`src/rtl/vfcmp_mask_unit.sv`:
```
module vfcmp_mask_unit #(
  parameter int MAX_ELEMS = 8,
  localparam int CW = $clog2(MAX_ELEMS + 1),
  localparam int IW = (MAX_ELEMS > 1) ? $clog2(MAX_ELEMS) : 1
) (
  input  logic                    clk,
  input  logic                    rst_n,
  input  logic                    start,
  input  logic [31:0]             instr,
  input  logic [1:0]              sew_sel,
  input  logic [CW-1:0]           elem_count,
  input  logic [MAX_ELEMS*64-1:0] vs2_elems,
  input  logic [MAX_ELEMS*64-1:0] vs1_elems,
  input  logic [63:0]             scalar_op,
  input  logic [MAX_ELEMS-1:0]    old_mask,
  input  logic [MAX_ELEMS-1:0]    v0_mask,
  output logic [MAX_ELEMS-1:0]    result_mask,
  output logic                    done,
  output logic                    illegal,
  output logic [IW-1:0]           vstart
);

  localparam logic [5:0] OP_EQ = 6'b011000;
  localparam logic [5:0] OP_LE = 6'b011001;
  localparam logic [5:0] OP_LT = 6'b011011;
  localparam logic [5:0] OP_NE = 6'b011100;
  localparam logic [5:0] OP_GT = 6'b011101;
  localparam logic [5:0] OP_GE = 6'b011111;

  wire [5:0] in_f6     = instr[31:26];
  wire [2:0] in_f3     = instr[14:12];
  wire       in_scalar = (in_f3 == 3'b101);
  wire       form_ok   = (instr[6:0] == 7'b1010111) && (in_f3 == 3'b001 || in_f3 == 3'b101);
  wire       f6_ok     = (in_f6 == OP_EQ) || (in_f6 == OP_LE) || (in_f6 == OP_LT) || (in_f6 == OP_NE) ||
                         (in_scalar && (in_f6 == OP_GT || in_f6 == OP_GE));
  wire       bad_instr = !form_ok || !f6_ok || (sew_sel == 2'd0);
  wire [CW-1:0] cnt_clamped = (elem_count > CW'(MAX_ELEMS)) ? CW'(MAX_ELEMS) : elem_count;

  logic                 busy;
  logic [5:0]           op_l;
  logic                 scalar_l;
  logic                 all_on_l;
  logic [1:0]           sew_l;
  logic [CW-1:0]        cnt_l;
  logic [MAX_ELEMS-1:0] en_l;

  wire [63:0] elem_a = vs2_elems[{vstart, 6'b0} +: 64];
  wire [63:0] elem_b = scalar_l ? scalar_op : vs1_elems[{vstart, 6'b0} +: 64];
  wire        act    = all_on_l || en_l[vstart];

  function automatic logic [2:0] fp_order(input logic [1:0] w, input logic [63:0] a, input logic [63:0] b);
    logic sa, sb, na, nb, zz, eq, lt, gt;
    logic [62:0] ma, mb;
    case (w)
      2'd1: begin
        sa = a[15]; sb = b[15];
        ma = {48'b0, a[14:0]}; mb = {48'b0, b[14:0]};
        na = (a[14:10] == 5'h1f) && (a[9:0] != '0);
        nb = (b[14:10] == 5'h1f) && (b[9:0] != '0);
      end
      2'd2: begin
        sa = a[31]; sb = b[31];
        ma = {32'b0, a[30:0]}; mb = {32'b0, b[30:0]};
        na = (a[30:23] == 8'hff) && (a[22:0] != '0);
        nb = (b[30:23] == 8'hff) && (b[22:0] != '0);
      end
      default: begin
        sa = a[63]; sb = b[63];
        ma = a[62:0]; mb = b[62:0];
        na = (a[62:52] == 11'h7ff) && (a[51:0] != '0);
        nb = (b[62:52] == 11'h7ff) && (b[51:0] != '0);
      end
    endcase
    zz = (ma == '0) && (mb == '0);
    eq = zz || (sa == sb && ma == mb);
    if (sa != sb) begin
      lt = sa && !zz;
      gt = sb && !zz;
    end else if (!sa) begin
      lt = ma < mb;
      gt = ma > mb;
    end else begin
      lt = ma > mb;
      gt = ma < mb;
    end
    if (na || nb) return 3'b000;
    return {eq, lt, gt};
  endfunction

  wire [2:0] ord = fp_order(sew_l, elem_a, elem_b);
  logic bit_res;

  always_comb begin
    case (op_l)
      OP_EQ:   bit_res = ord[2];
      OP_LE:   bit_res = ord[2] | ord[1];
      OP_LT:   bit_res = ord[1];
      OP_NE:   bit_res = !ord[2];
      OP_GT:   bit_res = ord[0];
      default: bit_res = ord[2] | ord[0];
    endcase
  end

  always_ff @(posedge clk or negedge rst_n) begin
    if (!rst_n) begin
      busy        <= 1'b0;
      done        <= 1'b0;
      illegal     <= 1'b0;
      vstart      <= '0;
      result_mask <= '0;
      op_l        <= '0;
      scalar_l    <= 1'b0;
      all_on_l    <= 1'b1;
      sew_l       <= 2'd1;
      cnt_l       <= '0;
      en_l        <= '0;
    end else begin
      done    <= 1'b0;
      illegal <= 1'b0;
      if (busy) begin
        if (act) result_mask[vstart] <= bit_res;
        if ({1'b0, vstart} == cnt_l - 1'b1) begin
          busy   <= 1'b0;
          done   <= 1'b1;
          vstart <= '0;
        end else begin
          vstart <= vstart + 1'b1;
        end
      end else if (start) begin
        result_mask <= old_mask;
        vstart      <= '0;
        op_l        <= in_f6;
        scalar_l    <= in_scalar;
        all_on_l    <= instr[25];
        sew_l       <= sew_sel;
        cnt_l       <= cnt_clamped;
        en_l        <= v0_mask;
        if (bad_instr || cnt_clamped == '0) begin
          done    <= 1'b1;
          illegal <= bad_instr;
        end else begin
          busy <= 1'b1;
        end
      end
    end
  end

  assert_illegal_keeps_dest_R3: assert property (@(posedge clk) disable iff (!rst_n)
    illegal |-> result_mask == $past(old_mask));

  assert_illegal_with_done_R1: assert property (@(posedge clk) disable iff (!rst_n)
    illegal |-> done);

  assert_inactive_untouched_R7: assert property (@(posedge clk) disable iff (!rst_n)
    (busy && !act) |=> $stable(result_mask));

  assert_done_not_busy_R9: assert property (@(posedge clk) disable iff (!rst_n)
    busy |-> !done);

  assert_vstart_zero_at_done_R10: assert property (@(posedge clk) disable iff (!rst_n)
    done |-> vstart == '0);

  assert_vstart_steps_R10: assert property (@(posedge clk) disable iff (!rst_n)
    (busy && $past(busy)) |-> vstart == $past(vstart) + 1'b1);

endmodule

```
`config.mk`:
```
export PLATFORM = sky130hd
export DESIGN_NAME = vfcmp_mask_unit
export DESIGN_NICKNAME = d
export VERILOG_FILES = /design/src/rtl/vfcmp_mask_unit.sv
export SDC_FILE = /design/constraint.sdc
export NUM_CORES = 1
export LEC_CHECK = 0
export CAP_MARGIN = 20
export CORE_AREA = 2 2 450 452
export CTS_CLUSTER_DIAMETER = 200
export DETAILED_ROUTE_END_ITERATION = 10
export DIE_AREA = 0 0 452 454
export DONT_BUFFER_PORTS = 1
export MAX_ROUTING_LAYER = met4
export PLACE_DENSITY = 0.3
export SETUP_SLACK_MARGIN = 0.4
export SYNTH_ARGS = -nofsm -noshare
export SYNTH_HDL_FRONTEND = slang
export SYNTH_SLANG_ARGS = --single-unit
```
`constraint.sdc`:
```
create_clock -name clk -period 7.2 [get_ports clk]
set_input_delay 1.44 -clock clk [delete_from_list [all_inputs] [get_ports clk]]
set_output_delay 1.44 -clock clk [all_outputs]
set_load 0.005 [all_outputs]
```
* Word-level counts from Yosys, hierarchy flattened
Cells that the tools add are included.
Cells by class: muxes and demuxes 38, equality and inequality tests 27, add/sub/neg operators 2, reduce and logical (&&, ||, !) cells 42, shift-type cells 2, $lt $le $gt $ge 5, bitwise operators 3
Operator list (number):
- 512-bit by 10-bit variable part select with 64-bit output | 2
- 63-bit case mux with 2 select lines | 2
- 63-bit logical NOT | 2
- 52-bit nonzero test | 2
- 6-bit by 5-bit == test with 1-bit output, second input constant | 11
- 64-bit two-way mux | 1
- 63-bit == test | 1
- 63-bit > comparator | 1
- 63-bit < comparator | 1
- 23-bit nonzero test | 2
- 8-bit two-way mux | 3
- 11-bit == test, second input constant | 2
- 10-bit nonzero test | 2
- 1-bit two-way mux | 18
- 8-bit == test, second input constant | 2
- 3-bit two-way mux | 5
- 1-bit logical AND | 13
- 1-bit logical OR | 12
- 5-bit == test, second input constant | 2
- 8-bit bitwise mux | 1
- 1-bit case mux with 2 select lines | 4
- 7-bit == test, second input constant | 1
- 1-bit case mux with 5 select lines | 1
- 3-bit by 4-bit == test with 1-bit output | 1
- other kinds (22) | 27
Word-level totals: bits in registers 36, input bits 1145, logic and storage cells 130

* Longest topological paths before layout
Gate-level depths: netlist of the first run.
word-level depth 14, mapped depth 26, gate-level depth less buffers 19

* Least setup slack after synthesis of the first run
OpenSTA, ideal clock, no wires.
path type register -> register, start point reg vstart[0], end point reg result_mask[1], clock period less this slack 5.724 ns, cell stages (with the launch flop) 24, arrival time 5.620 ns, setup slack 1.476 ns, setup time 0.103 ns, cells stage by stage dfrtp_1 buf_6 buf_6 buf_6 buf_4 buf_4 buf_4 buf_2 buf_1 buf_1 mux4_2 nand2_1 nand2_1 ha_1 a21oi_1 o21ai_0 a221oi_1 o21ai_0 a2111oi_0 nand3_1 o311a_1 o21ai_1 o211ai_4 o41ai_2
Between the ends: cells in the longest elaborated chain, start to end 14, elaborated cells between the ends (all ways) 64
RTL lines:
- from (decl) | line 20 | output logic [IW-1:0] vstart
- from (signal assigned) | line 127 | vstart <= vstart + 1'b1;
- branches (longest 14 deep; another with 63-bit > comparator)
- to (signal, indexed assignment) | line 121 | if (act) result_mask[vstart] <= bit_res;
- to (signal assigned) | line 130 | result_mask <= old_mask;
- to (decl) | line 17 | output logic [MAX_ELEMS-1:0] result_mask,
Several ways; the timed one is not identified. The select of a mux whose other input is x is not followed. A chain may end at the register's enable or synchronous reset.

* Worst setup path after layout of the first run
Same ends and word-level chain as after synthesis.

==> impl_results.md, run 1 <==
* Reg clk slew, reported paths at 80 ps
* Largest cells by area after synthesis: mux4_2 13%, mux2i_1 11%, nand2_1 6.2%, dfrtp_1 6.0%, mux2_2 6.0%
* Crit Path Class: flop to flop
* CTS sink count at 36
* Number of flops mapped to enable cells by yosys at 0
* CTS tree: yes
* Drt pass-1 iters at 6
* Count leader, synth: nand2_1
* Placed inst area at 17640 sq um
* Chip Width at 452 microns
* Clock skew at 11.91 ps
* Ys async rst share at 1.000
* Ports at 1158
* Worst reg2reg startpoint: vstart[0]$_DFFE_PN0P_
* Final count of hold timing violations at 0
* Vias in the first global route at 16010
* Reg2Reg Setup Slack at 440 ps
* Area Growth Syn to Fin at 29.72%
* Max Clk Rate at 148.0 MHz
* DP Wirelength at 166.0 mm
* Layout fillers at 23460
* Hold bufs inserted after CTS at 0
* Critical Path AT at 6960 ps
* Static Leak at 5.493 nW
* Period utilization at 0.9383
* Met3 Use GR at 0.05368
* Placer Congestion at 0.9140
* Pin count of the biggest net entering global routing at 87
* Hold crit path type: flop to flop
* Met1 Resource Use GR at 0.1985
* #FFs+latches synth at 36
* Yosys top cell by area: mux4_2
* Top-area cell type share of the netlist area at 0.1311
* Worst setup SP type: flop
* Area of the multi-input gates at 12270 sq um
* Maximum VDD drop at 0.1525 mV
* Post-Synthesis Cells at 1772
* Synth Cell Area at 14080 sq um
* RSZ-0062 raised after global routing: false
* Die area at 205200 sq um
* Vias after detailed routing at 17350
* Initial antenna violation count at 208
* Worst r2r path cells at 16
* Post-synthesis sequential area ratio at 0.06414
* Post-route cell area at 18270 sq um
* Slew at the pin closest to its max-slew limit at 1285 ps
* Clk Latency, worst-skew pair at 310 ps
* Total Wirelength at 187.8 mm
* CTS Buf Count at 5
* Commonest cells in the netlist: 234 x nand2_1, 159 x mux2i_1, 109 x a21oi_1
* Syn nets at 2984
* Crit Path Max Fanout at 43
* DP Worst Slack at 283.7 ps
* Initial core utilization at 0.07012
* Total track usage at 0.1769
* Layout net count at 2936
* Worst Setup EP: result_mask[1]$_DFFE_PN0P_
* Hold_sp: all_on_l$_DFFE_PN1P_
* R2r endpoint: result_mask[1]$_DFFE_PN0P_
* Grt met2 use at 0.3031
* Relative slew margins at 0.1431
* Critical Path End Type: flop
* Final setup fails at 0
* FP Rows at 165
* Post-route setup slack at 444.5 ps
* GRT Max-Usage Layer: met2
* Worst Setup SP: vstart[0]$_DFFE_PN0P_
* Warnings, synthesis at 0
* Req. time, crit path at 7410 ps
* Core Footprint at 200900 sq um
* Pwr dens at 375.7 nW/um^2
* Seq. cell area at 918.4 sq um
* Final ANT Viol Nets at 0
* Core Util, Final at 0.09096
* Layout cells sized above 1 at 0.2000
* DRC Markers at 0
* 1st-iter DRT viols at 2198
* Post-route setup TNS at 0 ps
* Final min period at 6756 ps
* MaxCap Viol Count at 0
* Mean Syn Cell Area at 7.949 sq um
* WL/cell at 41.36 microns
* CTS Buffer Depth at 2
* Distinct cells, synth at 86
* Number of port buffers at 0
* Global-route wire length before repair at 219.4 mm
* Status: finished, final reports clean
* Htree depth at 2
* Drt via density at 3.821
* Die Ht at 454 microns
* Fin Hold WS at 465.1 ps
* Final max-slew violation count at 0
* Main synth FF type: dfrtp_1
* Remaining Overflow, GRT at 0
* CTS root buffer: clkbuf_16
[placed cells by master (no fill, tap or decap), types with 28 or more instances in the layout]
cell         n
nand2_1    233
mux2i_1    158
diode_2    144
a21oi_1    109
buf_4      100
nor2_1      96
o21ai_0     88
mux4_2      82
mux2_2      75
ha_1        66
a221oi_1    54
a22oi_1     33
nor3_1      32
inv_1       31
nand3_1     30
dfrtp_1     30
o2bb2ai_1   28
[layout make-up]
cell class	instances	area share
clock buffer	5	0.006848
sequential	36	0.05026
antenna	144	0.01972
clock inverter	3	0.002328
multi-input combinational	1529	0.6713
inverter	36	0.007944
tap	2672	0.1830
timing repair buffer	116	0.05862
[report_power, final]
part | leakage [nW] | total [mW] | internal [mW] | switching, mW
sequential | 0.439 | 0.442 | 0.284 | 0.159
combinational | 4.97 | 6.14 | 2.08 | 4.06
clock | 0.0807 | 0.281 | 0.164 | 0.117
total | 5.49 | 6.86 | 2.53 | 4.34
[critical path, cell delays in order (launching register included)]
cell      delay, ps
dfrtp_4         780
buf_12          320
mux2i_1         120
o21ai_0         920
a221oi_1        450
or3_1           560
ha_1            350
nand4_1         120
or3_1           350
nor3_1          600
buf_4           220
nand3_1         120
or3_1           450
a22oi_2         220
mux2i_1         340
o211ai_4        250
o41ai_2         360
[how the worst min path moves through the flow]
| stage | slack [ps] | cells past startpoint | to |
|---|---|---|---|
| 4_1_cts | 470 | 2 | all_on_l$_DFFE_PN1P_ |
| 5_1_grt | 500 | 2 | en_l[6]$_DFFE_PN0P_ |
| 3_3_place_gp | 450 | 2 | all_on_l$_DFFE_PN1P_ |
| 6_report | 470 | 2 | all_on_l$_DFFE_PN1P_ |
| 3_5_place_dp | 450 | 2 | all_on_l$_DFFE_PN1P_ |
| 2_1_floorplan | 440 | 2 | op_l[5]$_DFFE_PN0P_ |
[through the flow]
stage | total power [mW] | instances
2_1_floorplan | 3.771 | 1772
3_3_place_gp | 6.747 | 4380
3_5_place_dp | 6.727 | 4381
4_1_cts | 7.095 | 4396
5_1_grt | 7.418 | 4518
6_report | 6.864 | 4541
[cell families (layout without fill, tap and decap cells)]
| kind of cell | count (synthesis) | count (layout) | share of synthesized area |
|---|---|---|---|
| AOI/OAI and AO/OA | 563 | 563 | 0.2907 |
| xor gates and xnor gates | 8 | 8 | 0.004975 |
| adders and majority gates | 67 | 67 | 0.05952 |
| buffers and inverters | 207 | 160 | 0.07373 |
| DFF | 36 | 36 | 0.06414 |
| muxes | 331 | 331 | 0.3163 |
| other | 0 | 144 | 0 |
| and+or+nand+nor | 560 | 560 | 0.1906 |
[registers in the layout, summed over array words and instances, names as in the netlist]
signal / count
op_l: 6
done: 1
all_on_l: 1
illegal: 1
busy: 1
cnt_l: 4
sew_l: 2
result_mask: 8
vstart: 3
en_l: 8
scalar_l: 1
[timing repair]
item                       CTS  global route
pin swaps                    0             0
buffers inserted             7             1
resized for setup            1             1
setup endpoints to repair    8             1
[routing by layer]
layer | up-vias | wire (microns)
met5 | - | 0
met4 | 0 | 4075
met3 | 228 | 15400
met2 | 1257 | 95910
met1 | 8783 | 72460
li1 | 7082 | -
Note: power is estimated with default switching activity, not from simulation.
==> run 2, diff against run 1 <==
--- a/config.mk
+++ b/config.mk
@@ -6,10 +6,10 @@
 export NUM_CORES = 1
 export LEC_CHECK = 0
 export CAP_MARGIN = 20
-export CORE_AREA = 2 2 450 452
+export CORE_AREA = 2 2 456 458
 export CTS_CLUSTER_DIAMETER = 200
 export DETAILED_ROUTE_END_ITERATION = 10
-export DIE_AREA = 0 0 452 454
+export DIE_AREA = 0 0 458 460
 export DONT_BUFFER_PORTS = 1
 export MAX_ROUTING_LAYER = met4
 export PLACE_DENSITY = 0.3
==> impl_results.md, run 2 (synthesis gave the netlist of run 1 again) <==
* Relative slew margins at 0.2357 (+0.09257)
* Placer Congestion at 0.9615 (+5.2%)
* Period utilization at 0.8838 (-0.05445)
* Worst reg2reg startpoint: vstart[2]$_DFFE_PN0P_
* Layout cells sized above 1 at 0.2045 (+0.004493)
* Worst setup SP type: flop
* Post-route setup slack at 836.5 ps (+392.0 ps)
* Critical Path End Type: flop
* Die Ht at 460 microns (+1.3%)
* Total Wirelength at 207.6 mm (+11%)
* Ports at 1158 (unchanged)
* Clk Latency, worst-skew pair at 290 ps (-20 ps)
* Clock power frac at 0.033 (-0.008)
* Core Util, Final at 0.08930 (-0.001661)
* R2r endpoint: result_mask[1]$_DFFE_PN0P_
* Fin Hold WS at 460.0 ps (-5.109 ps)
* Sw Pwr at 4.319 mW (-0.42%)
* PnR Total Power at 6.803 mW (-0.88%)
* Initial core utilization at 0.06836 (-0.001753)
* CTS Buffer Depth at 2 (unchanged)
* Post-route cell area at 18400 sq um (+0.69%)
* MaxCap Viol Count at 0 (unchanged)
* Global-route wire length before repair at 241.1 mm (+9.9%)
* CTS root buffer: clkbuf_16
* Static Leak at 5.536 nW (+0.77%)
* WL/cell at 45.09 microns (+9.0%)
* Internal at 2.484 mW (-1.7%)
* Clock skew at 5.311 ps (-6.597 ps)
* Final min period at 6363 ps (-392.0 ps)
* Sequential share of power at 0.066 (+0.002)
* Post-route setup TNS at 0 ps (unchanged)
* Crit path cell chain: buf_4 -> nand2_1 -> buf_4 -> a211oi_1 -> nor4_1 -> buf_4 -> nand4b_1 -> nor4_2 -> nand4_1 -> o41ai_1 -> o41ai_1 -> buf_4 -> a22oi_2 -> mux2i_1 -> o211ai_4 -> o41ai_2
* Die area at 210700 sq um (+2.7%)
* Layout net count at 2947 (+0.37%)
* CTS sink count at 36 (unchanged)
* Pwr dens at 369.8 nW/um^2 (-1.6%)
* FP Rows at 167 (+1.2%)
* Req. time, crit path at 7390 ps (-20 ps)
* Vias in the first global route at 16790 (+4.9%)
* Total track usage at 0.1912 (+0.01438)
* DRC Markers at 0 (unchanged)
* Top delay family on crit path: simple AND/OR/NAND/NOR gates
* Worst r2r path cells at 16 (unchanged)
* DP Wirelength at 185.8 mm (+12%)
* Sw Ratio at 0.6348 (+0.002927)
* Instance count on the critical path at 16 (unchanged)
* Number of port buffers at 0 (unchanged)
* Max Clk Rate at 157.1 MHz (+6.2%)
* Final max-slew violation count at 0 (unchanged)
* Crit Path Class: flop to flop
* Critical Path AT at 6550 ps (-410 ps)
* Worst Setup SP: vstart[2]$_DFFE_PN0P_
* Drt pass-1 iters at 7 (+1)
* Reg2Reg Setup Slack at 840 ps (+390 ps)
* DP Worst Slack at 511.3 ps (+227.5 ps)
* Comb power frac at 0.902 (+0.007)
* Slew at the pin closest to its max-slew limit at 1146 ps (-138.9 ps)
* Most common cell after layout, fill and taps aside: nand2_1
* Drt via density at 3.825 (+0.12%)
* Hold crit path type: flop to flop
* Maximum VDD drop at 0.1965 mV (+29%)
* Final ANT Viol Nets at 0 (unchanged)
* Core Footprint at 206000 sq um (+2.6%)
* Htree depth at 2 (unchanged)
* Initial antenna violation count at 273 (+31%)
* RSZ-0062 raised after global routing: false
* Final Non-Filler Cells at 4604 (+1.4%)
* Largest regs: en_l: 8 flops, result_mask: 8 flops, op_l: 6 flops
* Most frequent cell on the critical path: buf_4
* Worst path slowest cell: dfrtp_4
* CP peak stage delay at 700 ps (-220 ps)
* Final count of hold timing violations at 0 (unchanged)
* Worst Setup EP: result_mask[1]$_DFFE_PN0P_
* Reg clk slew, reported paths at 60 ps (-20 ps)
* Remaining Overflow, GRT at 0 (unchanged)
* Area Growth Syn to Fin at 30.62%
* Final setup fails at 0 (unchanged)
* Crit Path Max Fanout at 29 (-33%)
* Crit path buf inv count at 4 (+2)
* 1st-iter DRT viols at 1572 (-28%)
* CTS Buf Count at 5 (unchanged)
* Chip Width at 458 microns (+1.3%)
* Placed insts at 4429 (+1.1%)
* Status: finished, final reports clean
* Highest-count cells in the layout ignoring fill and taps: 234 x nand2_1, 159 x mux2i_1, 111 x buf_4
* Pin count of the biggest net entering global routing at 75 (-14%)
* Vias after detailed routing at 17610 (+1.5%)
* CTS tree: yes
* Placed inst area at 17780 sq um (+0.78%)
run 2: cell count changes in the layout (fill, tap and decap cells not counted), moves of 2 or more:
cell,change
and2_2,+2
clkbuf_1,+2
diode_2,+20
buf_12,-4
and2_4,-2
buf_4,+11
run 2: how the worst min path moves through the flow:
stage	depth (start not counted)	slack, ps	start	end
6_report	2	460	all_on_l$_DFFE_PN1P_	all_on_l$_DFFE_PN1P_
5_1_grt	2	490	all_on_l$_DFFE_PN1P_	all_on_l$_DFFE_PN1P_
4_1_cts	2	460	all_on_l$_DFFE_PN1P_	all_on_l$_DFFE_PN1P_
3_5_place_dp	2	450	all_on_l$_DFFE_PN1P_	all_on_l$_DFFE_PN1P_
3_3_place_gp	2	450	all_on_l$_DFFE_PN1P_	all_on_l$_DFFE_PN1P_
2_1_floorplan	2	440	op_l[5]$_DFFE_PN0P_	op_l[5]$_DFFE_PN0P_
run 2: layout make-up:
cell class	instances	area (sq um)
Timing Repair Buffer	127	1132
Sequential cell	36	918.4
Multi-Input combinational cell	1529	12270
Clock buffer	7	132.6
Fill cell	24130	187600
Antenna cell	164	410.4
Clock inverter	1	5.005
Inverter	36	145.1
Tap cell	2704	3383
run 2: worst reg2reg max path, cell delays in order (launching register included):
cell and delay, ps:
dfrtp_4 700, buf_4 450, nand2_1 670, buf_4 320, a211oi_1 70, nor4_1 620, buf_4 240, nand4b_1 160
nor4_2 580, nand4_1 520, o41ai_1 430, o41ai_1 130, buf_4 180, a22oi_2 280, mux2i_1 310, o211ai_4 230
o41ai_2 370
run 2: repair_timing:
| item | 4_1_cts | 5_1_grt |
|---|---|---|
| gates resized for setup | 0 | 3 |
| setup buffers | 0 | 1 |
| hold buffers | 0 | 0 |
| setup endpoints to repair | 0 | 8 |
run 2: power groups by stage:
stage	registers, mW	clock network [mW]	logic [mW]
floorplan	0.338	0	3.43
global placement	0.476	0	6.24
detailed placement	0.476	0	6.25
CTS	0.474	0.230	6.28
global route	0.470	0.235	6.66
finish	0.446	0.222	6.13
run 2: metal layers:
layer,up-vias,share of wire,global-route usage
met2,1474,0.49,0.3349
met4,0,0.028,0.03600
met5,-,0,-
met1,8639,0.39,0.2128
li1,7148,-,-
met3,350,0.091,0.06082
==> run 3, diff against run 2 <==
--- a/config.mk
+++ b/config.mk
@@ -7,6 +7,7 @@
 export LEC_CHECK = 0
 export CAP_MARGIN = 20
 export CORE_AREA = 2 2 456 458
+export CTS_BUF_LIST = sky130_fd_sc_hd__clkbuf_16
 export CTS_CLUSTER_DIAMETER = 200
 export DETAILED_ROUTE_END_ITERATION = 10
 export DIE_AREA = 0 0 458 460
==> impl_results.md, run 3 (synthesis gave the netlist of run 1 again) <==
* WHS Endpoint: all_on_l$_DFFE_PN1P_
* RSZ-0062 raised after global routing: false
* Hold crit path type: flop to flop
* Ports at 1158 (unchanged)
* Clock skew at 5.494 ps (+0.1832 ps)
* Remaining Overflow, GRT at 0 (unchanged)
* Worst path slowest cell: dfrtp_4
* CP peak stage delay at 700 ps (about the same)
* Die Ht at 460 microns (unchanged)
* CTS sink count at 36 (unchanged)
* Crit path buf inv count at 4 (unchanged)
* Relative slew margins at 0.2357 (about the same)
* Drt pass-1 iters at 5 (-2)
* Final count of hold timing violations at 0 (unchanged)
* Critical Path End Type: flop
* Highest-count cells in the layout ignoring fill and taps: 234 x nand2_1, 159 x mux2i_1, 111 x buf_4
* Top delay family on crit path: simple AND/OR/NAND/NOR gates
* Status: finished, final reports clean
* Reg clk slew, reported paths at 60 ps (about the same)
* Final setup fails at 0 (unchanged)
* Area Growth Syn to Fin at 30.62% (unchanged)
* Initial antenna violation count at 273 (unchanged)
* Pwr dens at 369.0 nW/um^2 (-0.22%)
* Final ANT Viol Nets at 0 (unchanged)
* CTS root buffer: clkbuf_16
* Total Wirelength at 207.5 mm (about the same)
* CTS Buf Count at 5 (unchanged)
* Worst reg2reg startpoint: vstart[2]$_DFFE_PN0P_
* Number of port buffers at 0 (unchanged)
* DP Worst Slack at 511.3 ps (unchanged)
* Crit Path Class: flop to flop
* PnR Total Power at 6.788 mW (-0.22%)
* Maximum VDD drop at 0.1960 mV (-0.27%)
* Pin count of the biggest net entering global routing at 75 (unchanged)
* Post-route setup slack at 889.9 ps (+53.33 ps)
* Hold Path Depth at 2 (unchanged)
* Fin Hold WS at 460.1 ps (+0.07000 ps)
* Final min period at 6310 ps (-53.33 ps)
* Hold_sp: all_on_l$_DFFE_PN1P_
* Largest regs: en_l: 8 flops, result_mask: 8 flops, op_l: 6 flops
* Htree depth at 2 (unchanged)
* FP Rows at 167 (unchanged)
* Vias in the first global route at 16790 (unchanged)
* Req. time, crit path at 7390 ps (about the same)
* CTS Buffer Depth at 2 (unchanged)
* R2r endpoint: result_mask[1]$_DFFE_PN0P_
* Post-route setup TNS at 0 ps (unchanged)
* Slew at the pin closest to its max-slew limit at 1146 ps (+0.03800 ps)
* Clk Latency, worst-skew pair at 290 ps (about the same)
* Crit path cell chain: buf_4 -> nand2_1 -> buf_4 -> a211oi_1 -> nor4_1 -> buf_4 -> nand4b_1 -> nor4_2 -> nand4_1 -> o41ai_1 -> o41ai_1 -> buf_4 -> a22oi_2 -> mux2i_1 -> o211ai_4 -> o41ai_2
* Worst Setup SP: vstart[2]$_DFFE_PN0P_
* Global-route wire length before repair at 241.1 mm (unchanged)
* Final Non-Filler Cells at 4604 (unchanged)
* Post-route cell area at 18400 sq um (unchanged)
* Vias after detailed routing at 17630 (+0.079%)
* WL/cell at 45.08 microns (about the same)
* Most common cell after layout, fill and taps aside: nand2_1
* Core Footprint at 206000 sq um (unchanged)
* Initial core utilization at 0.06836 (unchanged)
* Layout fillers at 24130 (+0.0041%)
* Layout cells sized above 1 at 0.2045 (unchanged)
* Final max-slew violation count at 0 (unchanged)
* 1st-iter DRT viols at 1585 (+0.83%)
* DP Wirelength at 185.8 mm (unchanged)
* Layout net count at 2947 (unchanged)
* Critical Path AT at 6500 ps (-50 ps)
* Worst r2r path cells at 16 (unchanged)
* Core Util, Final at 0.08930 (unchanged)
* Worst setup SP type: flop
* DRC Markers at 0 (unchanged)
* Reg2Reg Setup Slack at 890 ps (+50 ps)
* Die area at 210700 sq um (unchanged)
* Total track usage at 0.1912 (unchanged)
* Most frequent cell on the critical path: buf_4
* Max Clk Rate at 158.5 MHz (+0.85%)
* Placed insts at 4429 (unchanged)
* Chip Width at 458 microns (unchanged)
* Static Leak at 5.544 nW (+0.15%)
* Period utilization at 0.8764 (-0.007406)
* Drt via density at 3.828 (about the same)
* MaxCap Viol Count at 0 (unchanged)
* Crit Path Max Fanout at 29 (unchanged)
* Placer Congestion at 0.9615 (unchanged)
* Placed inst area at 17780 sq um (unchanged)
* CTS tree: yes
## run 3: cell count changes in the layout (fill, tap and decap cells not counted), sizes merged
cell and change:
inv +2, clkbuf -2
## run 3: power by group
group          switching [mW]  leakage, nW  internal (mW)
sequential              0.162        0.439          0.284
clock                  0.0935       0.0772          0.125
combinational            4.05         5.03           2.07
total                    4.31         5.54           2.48
## run 3: layer usage
metal	global-route usage	vias up	share of wire
li1	-	7132	-
met1	0.2128	8655	0.39
met2	0.3349	1486	0.49
met3	0.06082	352	0.090
met4	0.03600	0	0.027
met5	-	-	0
## run 3: worst min-delay path, delay by kind of cell, from the launching register on
family | cells | cell delay, ps
and+or+nand+nor | 2 | 100
DFF | 1 | 370
## run 3: final cells by class
cell class                 count  area, sq um  share of cell area
timing repair buffer         127         1132             0.06155
clock buffer                   5        125.1            0.006801
multi-input combinational   1529        12270              0.6670
sequential                    36        918.4             0.04992
clock inverter                 3        12.51           0.0006801
antenna                      164        410.4             0.02231
inverter                      36        145.1            0.007889
tap                         2704         3383              0.1839
## run 3: repair_timing
| action | CTS | global route |
|---|---|---|
| gates resized for setup | 0 | 3 |
| buffers inserted | 0 | 1 |
| setup endpoints to repair | 0 | 8 |
| hold endpoints to repair | 0 | 0 |
| hold buffers | 0 | 0 |
## run 3: how the worst max path moves through the flow
| stage | end | slack (ps) | cells past startpoint |
|---|---|---|---|
| after detailed placement | result_mask[1]$_DFFE_PN0P_ | 510 | 18 |
| after floorplan | result_mask[1]$_DFFE_PN0P_ | 1480 | 23 |
| after global routing | result_mask[1]$_DFFE_PN0P_ | 510 | 18 |
| after CTS | result_mask[1]$_DFFE_PN0P_ | 470 | 18 |
| final | result_mask[1]$_DFFE_PN0P_ | 890 | 16 |
| after global placement | result_mask[1]$_DFFE_PN0P_ | 480 | 16 |
